`src/rtl/slv_match_pkg.sv`:
```
package slv_match_pkg;

   // Combined compare result of one candidate address byte
   typedef struct packed {
      logic hit;     // own address or general call
      logic gcall;   // all-zero byte
      logic rw;      // read/write bit of the byte
   } match_res_t;

   localparam int unsigned MIN_BYTE_W = 2;

endpackage

```
`src/rtl/slv_first_byte_win.sv`:
```
module slv_first_byte_win (
   input  logic clk,
   input  logic rst_n,
   input  logic en_i,
   input  logic start_i,
   input  logic stop_i,
   input  logic byte_done_i,
   output logic armed_o,
   output logic addr_byte_o
);

   logic armed_q;

   // A byte completing in a START/STOP cycle is not an address byte
   assign addr_byte_o = armed_q & byte_done_i & ~start_i & ~stop_i;
   assign armed_o     = armed_q;

   always_ff @(posedge clk or negedge rst_n) begin
      if (!rst_n) begin
         armed_q <= 1'b0;
      end else if (!en_i) begin
         armed_q <= 1'b0;
      end else if (start_i) begin
         armed_q <= 1'b1;
      end else if (stop_i || byte_done_i) begin
         armed_q <= 1'b0;
      end
   end


   win_close_chk: assert property (@(posedge clk) disable iff (!rst_n)
      (byte_done_i && !start_i) |=> !armed_q);

endmodule

```
`src/rtl/slv_addr_cmp.sv`:
```
module slv_addr_cmp
   import slv_match_pkg::*;
#(
   parameter int unsigned BYTE_W     = 8,
   parameter bit          GCALL_EN   = 1'b1,
   parameter bit          TEN_BIT_EN = 1'b1
) (
   input  logic [BYTE_W-1:0] rx_byte_i,
   input  logic [BYTE_W-1:0] own_addr_i,
   input  logic              fmt10_i,
   output match_res_t        res_o
);

   localparam int unsigned ADDR_W = BYTE_W - 1;

   if (BYTE_W < MIN_BYTE_W) begin : g_bad_width
      $error("slv_addr_cmp: BYTE_W too small");
   end

   logic short_hit;
   logic long_hit;
   logic gc_hit;

   assign short_hit = (rx_byte_i[BYTE_W-1 -: ADDR_W] == own_addr_i[BYTE_W-1 -: ADDR_W]);

   if (TEN_BIT_EN) begin : g_long
      assign long_hit = (rx_byte_i == own_addr_i);
   end else begin : g_no_long
      logic unused_fmt;
      assign unused_fmt = fmt10_i ^ own_addr_i[0];
      assign long_hit   = 1'b0;
   end

   if (GCALL_EN) begin : g_gcall
      assign gc_hit = (rx_byte_i == '0);
   end else begin : g_no_gcall
      assign gc_hit = 1'b0;
   end

   logic own_hit;
   assign own_hit = (TEN_BIT_EN && fmt10_i) ? long_hit : short_hit;

   assign res_o.hit   = own_hit | gc_hit;
   assign res_o.gcall = gc_hit;
   assign res_o.rw    = rx_byte_i[0];

endmodule

```
`src/rtl/slv_match_flags.sv`:
```
module slv_match_flags
   import slv_match_pkg::*;
(
   input  logic       clk,
   input  logic       rst_n,
   input  logic       en_i,
   input  logic       master_i,
   input  logic       start_i,
   input  logic       stop_i,
   input  logic       addr_byte_i,
   input  logic       dsr_wr_i,
   input  logic       addr_only_i,
   input  match_res_t res_i,
   output logic       addressed_o,
   output logic       gcall_o,
   output logic       tx_dir_o
);

   logic take;
   logic set_addr;

   assign take     = addr_byte_i & en_i & ~master_i;
   assign set_addr = take & res_i.hit;

   always_ff @(posedge clk or negedge rst_n) begin
      if (!rst_n) begin
         addressed_o <= 1'b0;
      end else if (!en_i) begin
         addressed_o <= 1'b0;
      end else if (set_addr) begin
         addressed_o <= 1'b1;
      end else if (dsr_wr_i) begin
         addressed_o <= 1'b0;
      end
   end

   always_ff @(posedge clk or negedge rst_n) begin
      if (!rst_n) begin
         gcall_o <= 1'b0;
      end else if (!en_i || start_i || stop_i) begin
         gcall_o <= 1'b0;
      end else if (take && res_i.gcall) begin
         gcall_o <= 1'b1;
      end
   end

   always_ff @(posedge clk or negedge rst_n) begin
      if (!rst_n) begin
         tx_dir_o <= 1'b0;
      end else if (!en_i || start_i || stop_i) begin
         tx_dir_o <= 1'b0;
      end else if (set_addr && !addr_only_i) begin
         tx_dir_o <= res_i.rw;
      end
   end


   gcall_implies_addr_chk: assert property (@(posedge clk) disable iff (!rst_n)
      $rose(gcall_o) |-> addressed_o);


   gcall_clr_chk: assert property (@(posedge clk) disable iff (!rst_n)
      (start_i || stop_i) |=> !gcall_o);


   txdir_clr_chk: assert property (@(posedge clk) disable iff (!rst_n)
      (start_i || stop_i) |=> !tx_dir_o);


   wr_clear_chk: assert property (@(posedge clk) disable iff (!rst_n)
      (dsr_wr_i && !(addr_byte_i && res_i.hit)) |=> !addressed_o);


   disabled_chk: assert property (@(posedge clk) disable iff (!rst_n)
      !en_i |=> (!addressed_o && !gcall_o && !tx_dir_o));


   master_hold_chk: assert property (@(posedge clk) disable iff (!rst_n)
      (master_i && en_i && !dsr_wr_i && !start_i && !stop_i) |=> $stable({addressed_o, gcall_o, tx_dir_o}));

endmodule

```
`src/rtl/slv_addr_match.sv`:
```
module slv_addr_match
   import slv_match_pkg::*;
#(
   parameter int unsigned BYTE_W     = 8,
   parameter bit          GCALL_EN   = 1'b1,
   parameter bit          TEN_BIT_EN = 1'b1
) (
   input  logic              clk,
   input  logic              rst_n,
   input  logic              en_i,
   input  logic              master_i,
   input  logic              start_i,
   input  logic              stop_i,
   input  logic              byte_done_i,
   input  logic [BYTE_W-1:0] rx_byte_i,
   input  logic [BYTE_W-1:0] own_addr_i,
   input  logic              fmt10_i,
   input  logic              addr_only_i,
   input  logic              dsr_wr_i,
   output logic              addressed_o,
   output logic              gcall_o,
   output logic              tx_dir_o
);

   if (BYTE_W < MIN_BYTE_W) begin : g_bad_width
      $error("slv_addr_match: BYTE_W too small");
   end

   logic       armed;
   logic       addr_byte;
   match_res_t res;

   slv_first_byte_win u_win (
      .clk         (clk),
      .rst_n       (rst_n),
      .en_i        (en_i),
      .start_i     (start_i),
      .stop_i      (stop_i),
      .byte_done_i (byte_done_i),
      .armed_o     (armed),
      .addr_byte_o (addr_byte)
   );

   slv_addr_cmp #(
      .BYTE_W     (BYTE_W),
      .GCALL_EN   (GCALL_EN),
      .TEN_BIT_EN (TEN_BIT_EN)
   ) u_cmp (
      .rx_byte_i  (rx_byte_i),
      .own_addr_i (own_addr_i),
      .fmt10_i    (fmt10_i),
      .res_o      (res)
   );

   slv_match_flags u_flags (
      .clk         (clk),
      .rst_n       (rst_n),
      .en_i        (en_i),
      .master_i    (master_i),
      .start_i     (start_i),
      .stop_i      (stop_i),
      .addr_byte_i (addr_byte),
      .dsr_wr_i    (dsr_wr_i),
      .addr_only_i (addr_only_i),
      .res_i       (res),
      .addressed_o (addressed_o),
      .gcall_o     (gcall_o),
      .tx_dir_o    (tx_dir_o)
   );


   late_byte_chk: assert property (@(posedge clk) disable iff (!rst_n)
      (byte_done_i && !armed && en_i && !dsr_wr_i && !start_i && !stop_i)
      |=> $stable({addressed_o, gcall_o, tx_dir_o}));

endmodule

```
`config.mk`:
```
export PLATFORM = sky130hd
export DESIGN_NAME = slv_addr_match
export DESIGN_NICKNAME = d
export VERILOG_FILES = /design/src/rtl/slv_match_pkg.sv /design/src/rtl/slv_first_byte_win.sv /design/src/rtl/slv_addr_cmp.sv /design/src/rtl/slv_match_flags.sv /design/src/rtl/slv_addr_match.sv
export SDC_FILE = /design/constraint.sdc
export NUM_CORES = 1
export LEC_CHECK = 0
export ABC_AREA = 0
export BUFFER_PORTS_ARGS = -buffer_cell sky130_fd_sc_hd__buf_2
export CORE_AREA = 8 8 45 47
export CTS_CLUSTER_DIAMETER = 120
export DETAILED_ROUTE_END_ITERATION = 10
export DIE_AREA = 0 0 53 55
export SKIP_CTS_REPAIR_TIMING = 1
export SYNTH_ARGS = -nofsm -noshare
export SYNTH_HDL_FRONTEND = slang
export SYNTH_SLANG_ARGS = --single-unit
```
`constraint.sdc`:
```
create_clock -name clk -period 1.4 [get_ports clk]
set_input_delay 0.07 -clock clk [delete_from_list [all_inputs] [get_ports clk]]
set_output_delay 0.07 -clock clk [all_outputs]
set_load 0.02 [all_outputs]
```
==> impl_metrics.env <==
export IMPL_outcome="finished, final reports clean"
export IMPL_gp_congestion=0.759
export IMPL_pre_cts_ws_ns=-0.0353
export IMPL_rsz0062_at_grt="no"
export IMPL_wirelength_um=1060
export IMPL_cts_root_buf="clkbuf_4"
export IMPL_p_sw_uw=86.9
export IMPL_placementRows=14
export IMPL_area_delta_synth_final_pct=57.3
export IMPL_cts_inserted_buffers=3
export IMPL_num_vias=382
export IMPL_switching_share_pct=25.1
export IMPL_cp_start_kind="flop"
export IMPL_rrSetupSlack_ns=0.07
export IMPL_critPathMaxFanout=3
export IMPL_clkTransAtPathRegs_ns=0.04
export IMPL_fp_dieW_um=53
export IMPL_crit_reg2reg_capture="u_flags.tx_dir_o"
export IMPL_fp_dieArea_um2=2920
export IMPL_endpoint_kind="flop"
export IMPL_holdWs_ns=0.104
export IMPL_holdPathEnd="u_win.armed_o"
export IMPL_antenna_found_initial=0
export IMPL_pin_count=29
export IMPL_fill_cells=151
export IMPL_powerDensity_nw_per_um2=632
export IMPL_clock_path_buffers=2
export IMPL_seq_area_um2=100
export IMPL_ys_types=22
export IMPL_period_minus_slack_ns=1.33
export IMPL_required_ns=1.51
export IMPL_synth_cells=34
export IMPL_relSlewSlack_pct=75.9
export IMPL_crit_arrival_ns=1.44
export IMPL_hold_viol=0
export IMPL_finalCritPeriodShare_pct=95.1
export IMPL_p_comb_share_pct=25.0
export IMPL_leakagePower_uw=0.000294
export IMPL_grt_pass1_wl_um=1720
export IMPL_multi_input_area_um2=245
export IMPL_start_util_pct=25.2
export IMPL_ir_drop_uv=332
export IMPL_drt_iter0_markers=0
export IMPL_power_frac_seq_pct=34.3
export IMPL_dp_hpwl_um=935
export IMPL_clk_latency_ns=0.23
export IMPL_drtPass1Iterations=1
export IMPL_finalSetupTns_ns=0
export IMPL_max_cap_viol_count=0
export IMPL_viasPerCell=4.60
export IMPL_cts_sinks=4
export IMPL_clock_fmax_ghz=0.751
export IMPL_pwr_share_clk_pct=40.7
export IMPL_finalSetupViolCount=0
export IMPL_htreeDepth=1
export IMPL_drc_errors=0
export IMPL_ant_nets=0
export IMPL_synth_fp_nets=60
export IMPL_seq_area_frac_synth_pct=28.7
export IMPL_avgSynthCellArea_um2=10.3
export IMPL_drv_slew=0
export IMPL_grt_overflow=0
export IMPL_grt_pass1_vias=447
export IMPL_min_delay_start="en_i"
export IMPL_grt_max_degree=5
export IMPL_power_internal_uw=260
export IMPL_hold_path_class="in2reg"
export IMPL_tightest_slew_ns=0.361
export IMPL_syn_area_um2=349
export IMPL_die_h_um=55
export IMPL_r2r_start="u_win.armed_o"
export IMPL_grtUsageTotal_pct=7.87
export IMPL_cts_tree="built"
export IMPL_core_area_um2=1380
export IMPL_skew_ns=0.00394
export IMPL_path_class="reg2reg"
export IMPL_layout_commonest_cell="buf_2"
export IMPL_worstHoldPathCells=2
export IMPL_mostFrequentLayoutCells="28 x buf_2, 8 x xor2_1, 4 x dfrtp_1"
export IMPL_fin_nets=95
export IMPL_setup_slack_ns=0.0688
export IMPL_diodes=0
export IMPL_yosys_warnings=0
export IMPL_post_drt_wl_per_cell_um=12.8
export IMPL_synth_seq_cells=4
export IMPL_drive_above_1_share_pct=55.2
export IMPL_fin_total_pwr_uw=347
export IMPL_io_buffers=28
export IMPL_ff2ff_path_depth=4
## cell type report
cell class	instances	share of cell area [%]
multi-input combinational	29	44.6
timing repair buffer	30	28.7
sequential	4	18.2
clock buffer	3	4.10
tap	16	3.64
inverter	1	0.683
## power groups by stage
stage / registers (µW) / clock network [µW] / logic (µW)
after floorplan: 120 / 0 / 35.8
after global placement: 121 / 0 / 84.6
after detailed placement: 121 / 0 / 85.7
after CTS: 119 / 152 / 86.2
after global routing: 119 / 159 / 96.7
final: 119 / 141 / 86.7
## sequential cells by signal, indices dropped and copies added, names as in the netlist
| register | count |
|---|---|
| u_flags.addressed_o | 1 |
| u_flags.tx_dir_o | 1 |
| u_flags.gcall_o | 1 |
| u_win.armed_o | 1 |
## worst max-delay path, stage by stage (launching register included)
cell and delay [ns]:
dfrtp_1 0.35, nand3b_2 0.12, a2111oi_1 0.41, a32oi_1 0.18, mux2i_1 0.14
## logic make-up after synthesis
| family | synth area share (%) |
|---|---|
| AO/OA/AOI/OAI | 15.1 |
| multiplexers | 2.87 |
| XOR/XNOR | 20.1 |
| AND/OR/NAND/NOR | 32.3 |
| flip-flops | 28.7 |
| buffers and inverters | 1.07 |
## worst max-delay path by stage
stage	slack, ns	startpoint	end	cells past startpoint
6_report	0.07	u_win.armed_o	u_flags.tx_dir_o	4
5_1_grt	0.002	u_win.armed_o	u_flags.tx_dir_o	4
4_1_cts	0.05	u_win.armed_o	u_flags.tx_dir_o	4
3_5_place_dp	-0.04	rx_byte_i[1]	u_flags.tx_dir_o	5
3_3_place_gp	0.02	stop_i	u_flags.tx_dir_o	5
2_1_floorplan	0.17	rx_byte_i[1]	u_flags.tx_dir_o	4
## cells in the mapped netlist
| master | instances | area (µm²) |
|---|---|---|
| mux2i_1 | 1 | 10.0 |
| dfrtp_1 | 4 | 100 |
| a2111oi_1 | 1 | 10.0 |
| nor4_4 | 1 | 21.3 |
| nand3b_2 | 1 | 11.3 |
| nand2_1 | 2 | 7.51 |
| nor3b_1 | 1 | 7.51 |
| a21oi_1 | 1 | 5.00 |
| a31oi_1 | 1 | 6.26 |
| or4_1 | 2 | 15.0 |
| nand2b_1 | 1 | 6.26 |
| nor2_1 | 1 | 3.75 |
| xor2_1 | 8 | 70.1 |
| a32oi_1 | 1 | 8.76 |
| or3b_4 | 1 | 11.3 |
| inv_1 | 1 | 3.75 |
| nor4_2 | 1 | 12.5 |
| a21boi_1 | 1 | 7.51 |
| a21o_1 | 1 | 7.51 |
| a211oi_1 | 1 | 7.51 |
| nor3_2 | 1 | 10.0 |
| nor2b_1 | 1 | 6.26 |
## through the flow
step                cells  cell area, µm²  utilization, %
detailed placement     79             517            37.3
CTS                    82             539            39.0
global route           83             549            39.7
global placement       79             517            37.3
finish                 83             549            39.7
floorplan              34             349               -
## layer usage
layer,up-vias,wire length [µm],GRT usage (%)
met4,0,0,5.17
met2,16,532,13.1
met5,-,0,0
li1,195,-,-
met3,0,120,3.21
met1,171,406,8.07
Power figures use the tool's default switching activity.
